### config.mk
export PLATFORM = sky130hd
export DESIGN_NAME = dma_irq_regs
export DESIGN_NICKNAME = d
export VERILOG_FILES = /design/src/rtl/dma_irq_pkg.sv /design/src/rtl/dma_irq_ctrl.sv /design/src/rtl/dma_irq_datapath.sv /design/src/rtl/dma_irq_regs.sv
export SDC_FILE = /design/constraint.sdc
export NUM_CORES = 1
export LEC_CHECK = 0
export BUFFER_PORTS_ARGS = -buffer_cell sky130_fd_sc_hd__buf_2
export CAP_MARGIN = 20
export CORE_UTILIZATION = 40
export DETAILED_ROUTE_END_ITERATION = 7
export PLACE_DENSITY = 0.65
export SYNTH_ARGS = -nofsm -noshare
export SYNTH_HDL_FRONTEND = slang
export SYNTH_SLANG_ARGS = --single-unit
### constraint.sdc
create_clock -name clk -period 2.95 [get_ports clk]
set_input_delay 0.4425 -clock clk [delete_from_list [all_inputs] [get_ports clk]]
set_output_delay 0.4425 -clock clk [all_outputs]
set_load 0.005 [all_outputs]
### src/rtl/dma_irq_pkg.sv
package dma_irq_pkg;

  localparam int unsigned WORD_W   = 32;
  localparam int unsigned LOW_W    = 6;
  localparam int unsigned FORCE_B  = 15;
  localparam int unsigned ENA_LSB  = 16;
  localparam int unsigned MEN_B    = 23;
  localparam int unsigned FLG_LSB  = 24;
  localparam int unsigned MFLG_B   = 31;

  typedef struct packed {
    logic wrPrio;
    logic wrIrq;
    logic selPrio;
    logic selIrq;
  } regStrobe_t;

endpackage

### src/rtl/dma_irq_ctrl.sv
module dma_irq_ctrl
  import dma_irq_pkg::*;
#(
  parameter int unsigned ADDR_W   = 8,
  parameter logic [7:0]  PRIO_OFF = 8'h70,
  parameter logic [7:0]  IRQ_OFF  = 8'h74
) (
  input  logic              clk,
  input  logic              rst_n,
  input  logic [ADDR_W-1:0] regAddr,
  input  logic              wrEn,
  input  logic              flagRaise,
  input  logic              masterNext,
  output regStrobe_t        strobe,
  output logic              irqPulse
);

  logic hitPrio;
  logic hitIrq;
  logic pulseNext;

  assign hitPrio = (regAddr == ADDR_W'(PRIO_OFF));
  assign hitIrq  = (regAddr == ADDR_W'(IRQ_OFF));

  always_comb begin
    strobe.selPrio = hitPrio;
    strobe.selIrq  = hitIrq;
    strobe.wrPrio  = wrEn && hitPrio;
    strobe.wrIrq   = wrEn && hitIrq;
  end

  // The request fires only when a completion itself raised a flag and the
  // summary bit is high after the merged update.
  assign pulseNext = flagRaise && masterNext;

  always_ff @(posedge clk) begin
    if (!rst_n) irqPulse <= 1'b0;
    else        irqPulse <= pulseNext;
  end

endmodule

### src/rtl/dma_irq_datapath.sv
module dma_irq_datapath
  import dma_irq_pkg::*;
#(
  parameter int unsigned       NUM_CH     = 7,
  parameter logic [WORD_W-1:0] PRIO_RESET = 32'h0765_4321
) (
  input  logic              clk,
  input  logic              rst_n,
  input  regStrobe_t        strobe,
  input  logic [WORD_W-1:0] wrData,
  input  logic [NUM_CH-1:0] xferDone,
  output logic              flagRaise,
  output logic              masterNext,
  output logic [WORD_W-1:0] rdData,
  output logic [WORD_W-1:0] irqWord
);

  localparam logic [WORD_W-1:0] LOW_MASK = WORD_W'((1 << LOW_W) - 1);
  localparam logic [WORD_W-1:0] ENA_MASK = WORD_W'(((1 << NUM_CH) - 1) << ENA_LSB);
  localparam logic [WORD_W-1:0] RW_MASK  =
    LOW_MASK | ENA_MASK | (WORD_W'(1) << FORCE_B) | (WORD_W'(1) << MEN_B);

  logic [WORD_W-1:0] prioQ;
  logic [WORD_W-1:0] rwQ;
  logic [NUM_CH-1:0] flagQ;
  logic              masterQ;

  logic [WORD_W-1:0] rwNext;
  logic [NUM_CH-1:0] enaCur;
  logic [NUM_CH-1:0] enaNext;
  logic [NUM_CH-1:0] flagNext;
  logic [NUM_CH-1:0] setVec;

  assign enaCur  = rwQ[ENA_LSB +: NUM_CH];
  assign enaNext = rwNext[ENA_LSB +: NUM_CH];
  assign setVec  = xferDone & enaCur;

  always_comb begin
    rwNext = rwQ;
    if (strobe.wrIrq) rwNext = (rwQ & ~RW_MASK) | (wrData & RW_MASK);
  end

  // Per-channel flag: clear-on-one from a write, then completion set wins.
  for (genvar ch = 0; ch < NUM_CH; ch++) begin : g_flag
    logic clrHit;
    assign clrHit       = strobe.wrIrq && wrData[FLG_LSB + ch];
    assign flagNext[ch] = (flagQ[ch] && !clrHit) || setVec[ch];
  end

  assign flagRaise  = |setVec;
  assign masterNext = rwNext[MEN_B] && (|(enaNext & flagNext));

  always_ff @(posedge clk) begin
    if (!rst_n) begin
      prioQ   <= PRIO_RESET;
      rwQ     <= '0;
      flagQ   <= '0;
      masterQ <= 1'b0;
    end else begin
      if (strobe.wrPrio) prioQ <= wrData;
      rwQ     <= rwNext;
      flagQ   <= flagNext;
      masterQ <= masterNext;
    end
  end

  always_comb begin
    irqWord = rwQ & RW_MASK;
    irqWord[FLG_LSB +: NUM_CH] = flagQ;
    irqWord[MFLG_B] = masterQ;
  end

  always_comb begin
    rdData = '0;
    if (strobe.selPrio)     rdData = prioQ;
    else if (strobe.selIrq) rdData = irqWord;
  end

endmodule

### src/rtl/dma_irq_regs.sv
module dma_irq_regs
  import dma_irq_pkg::*;
#(
  parameter int unsigned ADDR_W   = 8,
  parameter int unsigned NUM_CH   = 7,
  parameter logic [7:0]  PRIO_OFF = 8'h70,
  parameter logic [7:0]  IRQ_OFF  = 8'h74
) (
  input  logic              clk,
  input  logic              rst_n,
  input  logic [ADDR_W-1:0] regAddr,
  input  logic              wrEn,
  input  logic [31:0]       wrData,
  output logic [31:0]       rdData,
  input  logic [NUM_CH-1:0] xferDone,
  output logic              irqPulse
);

  regStrobe_t        strobe;
  logic              flagRaise;
  logic              masterNext;
  logic [WORD_W-1:0] irqWord;

  dma_irq_ctrl #(
    .ADDR_W  (ADDR_W),
    .PRIO_OFF(PRIO_OFF),
    .IRQ_OFF (IRQ_OFF)
  ) u_ctrl (
    .clk       (clk),
    .rst_n     (rst_n),
    .regAddr   (regAddr),
    .wrEn      (wrEn),
    .flagRaise (flagRaise),
    .masterNext(masterNext),
    .strobe    (strobe),
    .irqPulse  (irqPulse)
  );

  dma_irq_datapath #(
    .NUM_CH(NUM_CH)
  ) u_dp (
    .clk       (clk),
    .rst_n     (rst_n),
    .strobe    (strobe),
    .wrData    (wrData),
    .xferDone  (xferDone),
    .flagRaise (flagRaise),
    .masterNext(masterNext),
    .rdData    (rdData),
    .irqWord   (irqWord)
  );

endmodule

==> results of run 1 <==
-- power by group --
part	switching, uW	internal (uW)	leakage [uW]
registers	0.588	756	0.000451
logic	34.9	36.3	0.000865
clock network	247	188	0.0000510
-- cells by family after synthesis --
family | after synthesis | share of synthesized area
buffers and inverters | 24 | 0.0428
flip-flops | 56 | 0.435
AND/OR/NAND/NOR | 159 | 0.293
AO/OA/AOI/OAI | 80 | 0.229
-- sequential cells by signal, indices dropped and copies added, names as in the netlist --
name,flops
u_ctrl.irqPulse,1
u_dp.masterQ,1
u_dp.rwQ,15
u_dp.flagQ,7
u_dp.prioQ,32
-- per-layer routing --
metal	up-vias	GRT usage
met1	1114	0.268
li1	1238	-
met5	-	0
met3	2	0.0560
met2	70	0.377
met4	0	0.0509
-- layout make-up --
cell class | count | share of cell area
clock inverters | 2 | 0.00319
well taps | 75 | 0.0299
inverters | 2 | 0.00239
flip-flops and latches | 56 | 0.357
multi-input cells | 239 | 0.428
repair buffers | 91 | 0.152
clock buffers | 6 | 0.0263
-- placed cells by master (no fill, tap or decap), types with 2 or more instances in the layout --
| master | count |
|---|---|
| a21boi_0 | 18 |
| a21boi_1 | 18 |
| a21oi_1 | 5 |
| a22o_1 | 24 |
| and2_1 | 14 |
| and3_1 | 3 |
| buf_2 | 82 |
| buf_4 | 9 |
| clkbuf_8 | 6 |
| clkinv_2 | 2 |
| dfxtp_1 | 56 |
| inv_1 | 2 |
| nand2_1 | 103 |
| nand3_1 | 17 |
| nand3b_1 | 2 |
| nor2b_1 | 10 |
| nor4_1 | 2 |
| nor4b_4 | 2 |
| o21ai_0 | 12 |
-- critical path, delay by kind of cell --
family | cells | cell delay [ns]
buf+inv | 3 | 0.61
simple gates | 2 | 0.54
compound gates | 1 | 0.23
-- worst max-delay path by stage --
stage,endpoint,start,depth (start not counted),slack (ns)
6_report,rdData[30],regAddr[7],6,0.68
3_3_place_gp,rdData[30],regAddr[7],6,0.69
4_1_cts,rdData[23],regAddr[7],6,0.67
3_5_place_dp,u_dp.prioQ[27],regAddr[7],8,0.65
5_1_grt,rdData[30],regAddr[7],6,0.57
2_1_floorplan,rdData[15],regAddr[7],4,0.93
-- through the flow --
stage	cells	util	setup slack, ns
after floorplan	319	-	0.927
after global placement	463	0.502	0.687
after detailed placement	463	0.502	0.646
after CTS	471	0.518	0.673
after global routing	471	0.518	0.567
final	471	0.518	0.679
==> impl_metrics.ini, run 1 <==
[floorplan]
die_w_um = 82.2
die-area_sq_mm = 0.00676
start_util = 0.425
dieHeight_um = 82.2
ios = 83
rows = 28
core-area_sq_mm = 0.00606

[cts]
clkLatencyLatePin_ns = 0.31
cts_max_path_buffers = 2
cts_root_buffer = clkbuf_8
cts_hold_buf = 0
numCtsBuffers = 5
htreeDepth = 2
clock-sinks = 56
path_clk_slew_ns = 0.10
post_cts_buffers = 0
cts_tree = done
cts_resized = 0

[final_layout]
multi_input_area_sq_mm = 0.00134
layout.nets = 445
n_fill_cell = 636
ff_latch_area_sq_mm = 0.00112
drive_gt1_frac = 0.258
final_area_sq_mm = 0.00314
synthToLayoutAreaGrowth_pct = 21.8
num_antenna_cells = 0

[synthesis]
synthTopCellsByCount = nand2_1, dfxtp_1, a22o_1, a21boi_0, a21boi_1
synth_area_sq_mm = 0.00257
synth_edf_count = 0
synth.distinct_cells = 27
synth_most_common_cell = nand2_1
netlist.area_leader.share = 0.435
yosysSeqAreaShare = 0.435
ys_warn_count = 0
synth_top_area_cell = dfxtp_1
synthTopCellsByArea = dfxtp_1, nand2_1, a22o_1
syn-num-nets = 369
synthFlopType = dfxtp_1
synth_area_per_cell_sq_um = 8.07
ys_async_sr_fraction = 0
synth_seq_cells = 56
synthCells = 319

[critical_path]
slowest_stage = buf_4
crit_path_start_kind = primary input
r2r_setup_slack_ns = 1.55
cp_max_fo = 34
crit_path_cell_trace = buf_2 -> nor4b_4 -> nor4b_4 -> buf_4 -> a22o_1 -> buf_2
crit_path_end_kind = output port
reg2reg_depth = 5
arrival_ns = 1.83
reg2reg_to = u_dp.masterQ
max_stage_delay_ns = 0.38
crit_required_ns = 2.51
crit_type = primary input to output port
r2r_start = u_dp.rwQ[19]

[sta]
setup_viol = 0
rsz0062_at_grt = no
fin_crit_ns = 2.27
fin_tns_setup_ns = 0
clock_skew_ns = 0.00645
final-max-slew-violation-count = 0
finalHoldViolations = 0
whs_ns = 0.339
tightestPinTransition_ns = 0.508
slew_headroom = 0.662
finalCritPeriodShare = 0.770
fmax_mhz = 440

[drt]
ant_nets = 0
drtPass1Iterations = 4
wl_met1_um = 3010
wl_per_cell_um = 14.3
drt-vias-per-instance = 5.15
routed_wl_um = 6730
dr_wl_met2_um = 3260
met3WireLength_um = 440
top_layer = met4
via_count = 2424
drc = 0
dr.first_iter.drc_count = 125

[hold_path]
min_path_type = primary input to flop
hold_depth = 3
min_from = wrData[8]
holdPathEnd = u_dp.prioQ[8]

[run]
max_cap_violations = 0

[pwr]
vdd_drop_max_uv = 293
cellLeakagePower_uw = 0.00137
p_total_uw = 1260
powerDensity_mw_per_mm2 = 403

[global_routing]
grt.overflow.total = 0
grtUsageTotal = 0.217
antenna_found_initial = 0
grt_pass1_vias = 2387
grt_pass1_wl_um = 11100
grt_max_degree = 35

[placement]
gp_congestion = 0.778
dpl_cell_area_sq_mm = 0.00304
port-buffer-count = 82
hpwl_um = 4620

[status]
outcome = completed
(Power assumes the default switching activity.)
==> run 2: changes to the inputs <==
Settings changed: ABC_AREA set to 1, PLACE_DENSITY 0.65 to 0.68.
Clock period 2.95 ns to 2 ns, I/O delays scaled along.
==> run 2 against run 1 <==
- combinational power rose by 66%
- via count rose by 1.4%
- register-to-register slack got worse by 0.69 ns
- final cell count rose by 6.6%
- sequential cell count did not move
- worst hold slack got worse by 0.13 ns
- critical path depth rose by 2
- routed wire length fell by 3.3%
- critical path type unchanged
- highest routed layer unchanged
==> impl_metrics.ini, run 2 <==
[status]
outcome = completed

[hold_path]
hold_depth = 3
holdPathEnd = u_dp.prioQ[14]
min_from = wrData[14]
min_path_type = primary input to flop

[synthesis]
synth_area_per_cell_sq_um = 7.25
synth_edf_count = 0
synthFlopType = dfxtp_1
synth.distinct_cells = 24
synthTopCellsByArea = dfxtp_1, nand2_1, inv_1
ys_async_sr_fraction = 0
netlist.area_leader.share = 0.445
syn-num-nets = 397
synth_most_common_cell = nand2_1
synth_area_sq_mm = 0.00252
synthTopCellsByCount = nand2_1, dfxtp_1, inv_1, o21ai_0, a21oi_1
synth_seq_cells = 56
synthCells = 347
yosysSeqAreaShare = 0.445
synth_top_area_cell = dfxtp_1
ys_warn_count = 0

[final_layout]
synthToLayoutAreaGrowth_pct = 22.5
multi_input_area_sq_mm = 0.00107
ff_latch_area_sq_mm = 0.00112
n_fill_cell = 634
largestRegisters = u_dp.prioQ (32), u_dp.rwQ (15), u_dp.flagQ (7)
final_common_cell = buf_2
drive_gt1_frac = 0.262
layout.nets = 477
largest_reg_flops = 32
regMostFlops = u_dp.prioQ
final_cell_mix = buf_2, nand2_1, dfxtp_1, inv_1, o21ai_0
num_antenna_cells = 0

[placement]
preCtsSetupSlack_ns = 0.120
gp_congestion = 0.893
hpwl_um = 4730
port-buffer-count = 82

[global_routing]
grt_pass1_wl_um = 10500
grt.overflow.total = 0
grt_max_degree = 44
antenna_found_initial = 0
grt_pass1_vias = 2274
grtUsageTotal = 0.207

[critical_path]
crit_path_end_kind = output port
crit_type = primary input to output port
r2r_start = u_dp.rwQ[22]
crit_path_start_kind = primary input
crit_required_ns = 1.70
reg2reg_to = u_ctrl.irqPulse
arrival_ns = 1.50
r2r_setup_slack_ns = 0.86
reg2reg_depth = 8
cp_max_fo = 8

[floorplan]
dieHeight_um = 81.3
die_w_um = 81.3
start_util = 0.420
ios = 83
die-area_sq_mm = 0.00661
rows = 28
core-area_sq_mm = 0.00599

[cts]
path_clk_slew_ns = 0.09
htreeDepth = 2
post_cts_buffers = 0
clkLatencyLatePin_ns = 0.31
cts_root_buffer = clkbuf_8
cts_tree = done
numCtsBuffers = 5
cts_resized = 0
cts_max_path_buffers = 2
clock-sinks = 56
cts_hold_buf = 0

[drt]
routed_wl_um = 6510
dr_wl_met2_um = 3020
drtPass1Iterations = 4
wl_per_cell_um = 13.0
met3WireLength_um = 309
drc = 0
dr.first_iter.drc_count = 165
wl_met1_um = 3110
top_layer = met4
ant_nets = 0
drt-vias-per-instance = 4.89
via_count = 2457

[sta]
finalCritPeriodShare = 0.902
tightestPinTransition_ns = 0.671
fin_crit_ns = 1.80
fin_tns_setup_ns = 0
setup_viol = 0
fin_ws_ns = 0.196
finalHoldViolations = 0
slew_headroom = 0.552
fmax_mhz = 554
clock_skew_ns = 0.00815
rsz0062_at_grt = no
final-max-slew-violation-count = 0

[run]
max_cap_violations = 0

[pwr]
powerDensity_mw_per_mm2 = 617
vdd_drop_max_uv = 409
cellLeakagePower_uw = 0.00143
p_total_uw = 1900
[run 2: cell types whose count changed after synthesis, moves of 6 or more]
cell,delta
inv_1,+52
a21oi_1,+30
nor2_1,+19
nor2b_1,-10
clkbuf_1,-9
nand2_1,-38
a21boi_0,-18
o21ai_0,+28
o22ai_1,+6
a22o_1,-24
a21boi_1,-18
nand4_1,+6
and2_1,-14
[run 2: through the flow]
step | hold WS [ns] | cell area (sq um) | util | cells
floorplan | 0.425 | 2520 | - | 347
global placement | 0.433 | 2990 | 0.499 | 495
detailed placement | 0.439 | 2990 | 0.499 | 495
CTS | 0.205 | 3080 | 0.515 | 502
global route | 0.210 | 3080 | 0.515 | 502
finish | 0.212 | 3080 | 0.515 | 502
[run 2: worst max-delay path, stage by stage]
cell	delay (ns)
buf_2	0.10
inv_1	0.04
nand2_1	0.09
nor2_4	0.24
nand2_1	0.16
buf_4	0.20
o21ai_0	0.21
buf_2	0.15
[run 2: metal layers]
metal	vias to the layer above	global-route usage
li1	1285	-
met1	1098	0.265
met2	65	0.351
met3	9	0.0337
met4	0	0.0643
met5	-	0
[run 2: final cells by class]
cell class	count	share of cell area
Clock buffer	7	0.0312
Inverter	56	0.0682
Multi-Input combinational cell	215	0.347
Sequential cell	56	0.364
Tap cell	75	0.0304
Timing Repair Buffer	93	0.160
[run 2: kinds of logic after synthesis]
kind of cell    count (synthesis)  share of synthesized area
flops                          56                      0.445
simple gates                  116                      0.204
buf+inv                        76                      0.130
compound gates                 99                      0.221
[run 2: how the worst max path moves through the flow]
stage / to / from / slack [ns] / cells past startpoint
after floorplan: rdData[20] / regAddr[0] / 0.61 / 6
after global placement: u_ctrl.irqPulse / regAddr[0] / 0.15 / 12
after detailed placement: u_ctrl.irqPulse / regAddr[0] / 0.12 / 12
after CTS: rdData[0] / regAddr[0] / 0.18 / 8
after global routing: rdData[0] / regAddr[3] / 0.08 / 8
final: rdData[0] / regAddr[0] / 0.20 / 8
[run 2: power by group]
group | internal, uW | switching (uW) | total, uW | leakage, uW
sequential | 1120 | 0.791 | 1120 | 0.000451
combinational | 49.8 | 67.9 | 118 | 0.000929
clock | 310 | 358 | 668 | 0.0000503
total | 1480 | 427 | 1900 | 0.00143
==> run 3: changes to the inputs <==
Settings changed: MAX_ROUTING_LAYER set to met4.
==> run 3 against run 2 <==
- clock-buffer cell count unchanged
- final area unchanged
- critical endpoint unchanged
- sequential share of layout area unchanged
- clock skew up 0.0035 ns
- global-route usage up 0.60 points
- total power down 0.16%
- first-iteration DRC count up 5.5%
- maximum frequency down 0.16%
- critical path depth unchanged
- critical path type unchanged
- sequential cell count unchanged
==> impl_metrics.ini, run 3 (synthesized netlist as in run 2, its figures left out) <==
[critical_path]
crit_required_ns = 1.70
crit_path_end_kind = output port
crit_type = primary input to output port
cp_max_fo = 8
crit_path_cell_trace = buf_2 -> inv_1 -> nand2_1 -> nor2_4 -> nand2_1 -> buf_4 -> o21ai_0 -> buf_2
max_stage_delay_ns = 0.25
arrival_ns = 1.51
slowest_stage = nor2_4
crit_path_start_kind = primary input

[cts]
htreeDepth = 2
clkLatencyLatePin_ns = 0.31
clock-sinks = 56
cts_max_path_buffers = 2
numCtsBuffers = 5
cts_hold_buf = 0
cts_root_buffer = clkbuf_8
path_clk_slew_ns = 0.09
cts_resized = 0
cts_tree = done
post_cts_buffers = 0

[global_routing]
grt.overflow.total = 0
antenna_found_initial = 0
grtUsageTotal = 0.213
grt_pass1_wl_um = 10500
grt_max_degree = 44
grt_pass1_vias = 2272

[final_layout]
regMostFlops = u_dp.prioQ
synthToLayoutAreaGrowth_pct = 22.5
largest_reg_flops = 32
layout.nets = 477
largestRegisters = u_dp.prioQ (32), u_dp.rwQ (15), u_dp.flagQ (7)
drive_gt1_frac = 0.262
final_area_sq_mm = 0.00308
final_cell_mix = buf_2, nand2_1, dfxtp_1, inv_1, o21ai_0
num_antenna_cells = 0
final_common_cell = buf_2
utilization = 0.515
n_fill_cell = 634

[floorplan]
core-area_sq_mm = 0.00599
die-area_sq_mm = 0.00661
ios = 83
start_util = 0.420
rows = 28
die_w_um = 81.3
dieHeight_um = 81.3

[sta]
fin_crit_ns = 1.81
finalHoldViolations = 0
clock_skew_ns = 0.0117
finalCritPeriodShare = 0.903
rsz0062_at_grt = no
slew_headroom = 0.550
fmax_mhz = 554
tightestPinTransition_ns = 0.674
fin_tns_setup_ns = 0
final-max-slew-violation-count = 0
setup_viol = 0

[pwr]
powerDensity_mw_per_mm2 = 616
vdd_drop_max_uv = 410
cellLeakagePower_uw = 0.00143

[run]
max_cap_violations = 0

[placement]
port-buffer-count = 82
dpl_cell_area_sq_mm = 0.00299
gp_congestion = 0.908
hpwl_um = 4730

[drt]
top_layer = met4
drtPass1Iterations = 4
drc = 0
routed_wl_um = 6500
dr_wl_met2_um = 3010
ant_nets = 0
via_count = 2461
drt-vias-per-instance = 4.90
dr.first_iter.drc_count = 174
wl_per_cell_um = 13.0
wl_met1_um = 3100
met3WireLength_um = 322

[hold_path]
min_path_type = primary input to flop

[status]
outcome = completed
## run 3: cell counts in the layout (fill, tap and decap cells not counted)
No cell type changed its count.
## run 3: metrics by stage
stage          hold WS [ns]  worst slack (ns)  cells  power (uW)
5_1_grt               0.210            0.0819    502        1970
4_1_cts               0.205             0.185    502        1910
3_5_place_dp          0.439             0.120    495        1260
6_report              0.212             0.193    502        1900
3_3_place_gp          0.433             0.153    495        1260
2_1_floorplan         0.425             0.611    347        1190
## run 3: final cells by class
class                           count  area, sq um  share of cell area
Clock buffer                        7         96.3              0.0312
Tap cell                           75         93.8              0.0304
Sequential cell                    56         1120               0.364
Timing Repair Buffer               93          493               0.160
Inverter                           56          210              0.0682
Multi-Input combinational cell    215         1070               0.347
## run 3: final timing paths
kind / startpoint / end / slack (ns) / cells after the start
worst min register to register: u_dp.prioQ[28] / u_dp.prioQ[28] / 0.45 / 2
worst max register to register: u_dp.rwQ[22] / u_ctrl.irqPulse / 0.86 / 8
worst min-delay path: wrData[14] / u_dp.prioQ[14] / 0.21 / 3
worst max-delay path: regAddr[0] / rdData[0] / 0.19 / 8
## run 3: layer usage
layer  global-route usage  vias up
li1                     -     1284
met1                0.265     1096
met2                0.351       70
met3               0.0337       11
met4               0.0643        0
met5                    -        -
## run 3: report_power, final
group / internal (uW) / switching, uW
sequential: 1120 / 0.792
combinational: 49.8 / 68.1
clock: 309 / 355
## run 3: critical path: cells and delay by family
kind                   cells  cell delay (ns)
buffers and inverters      4             0.49
AOI/OAI and AO/OA          1             0.21
and+or+nand+nor            3             0.50
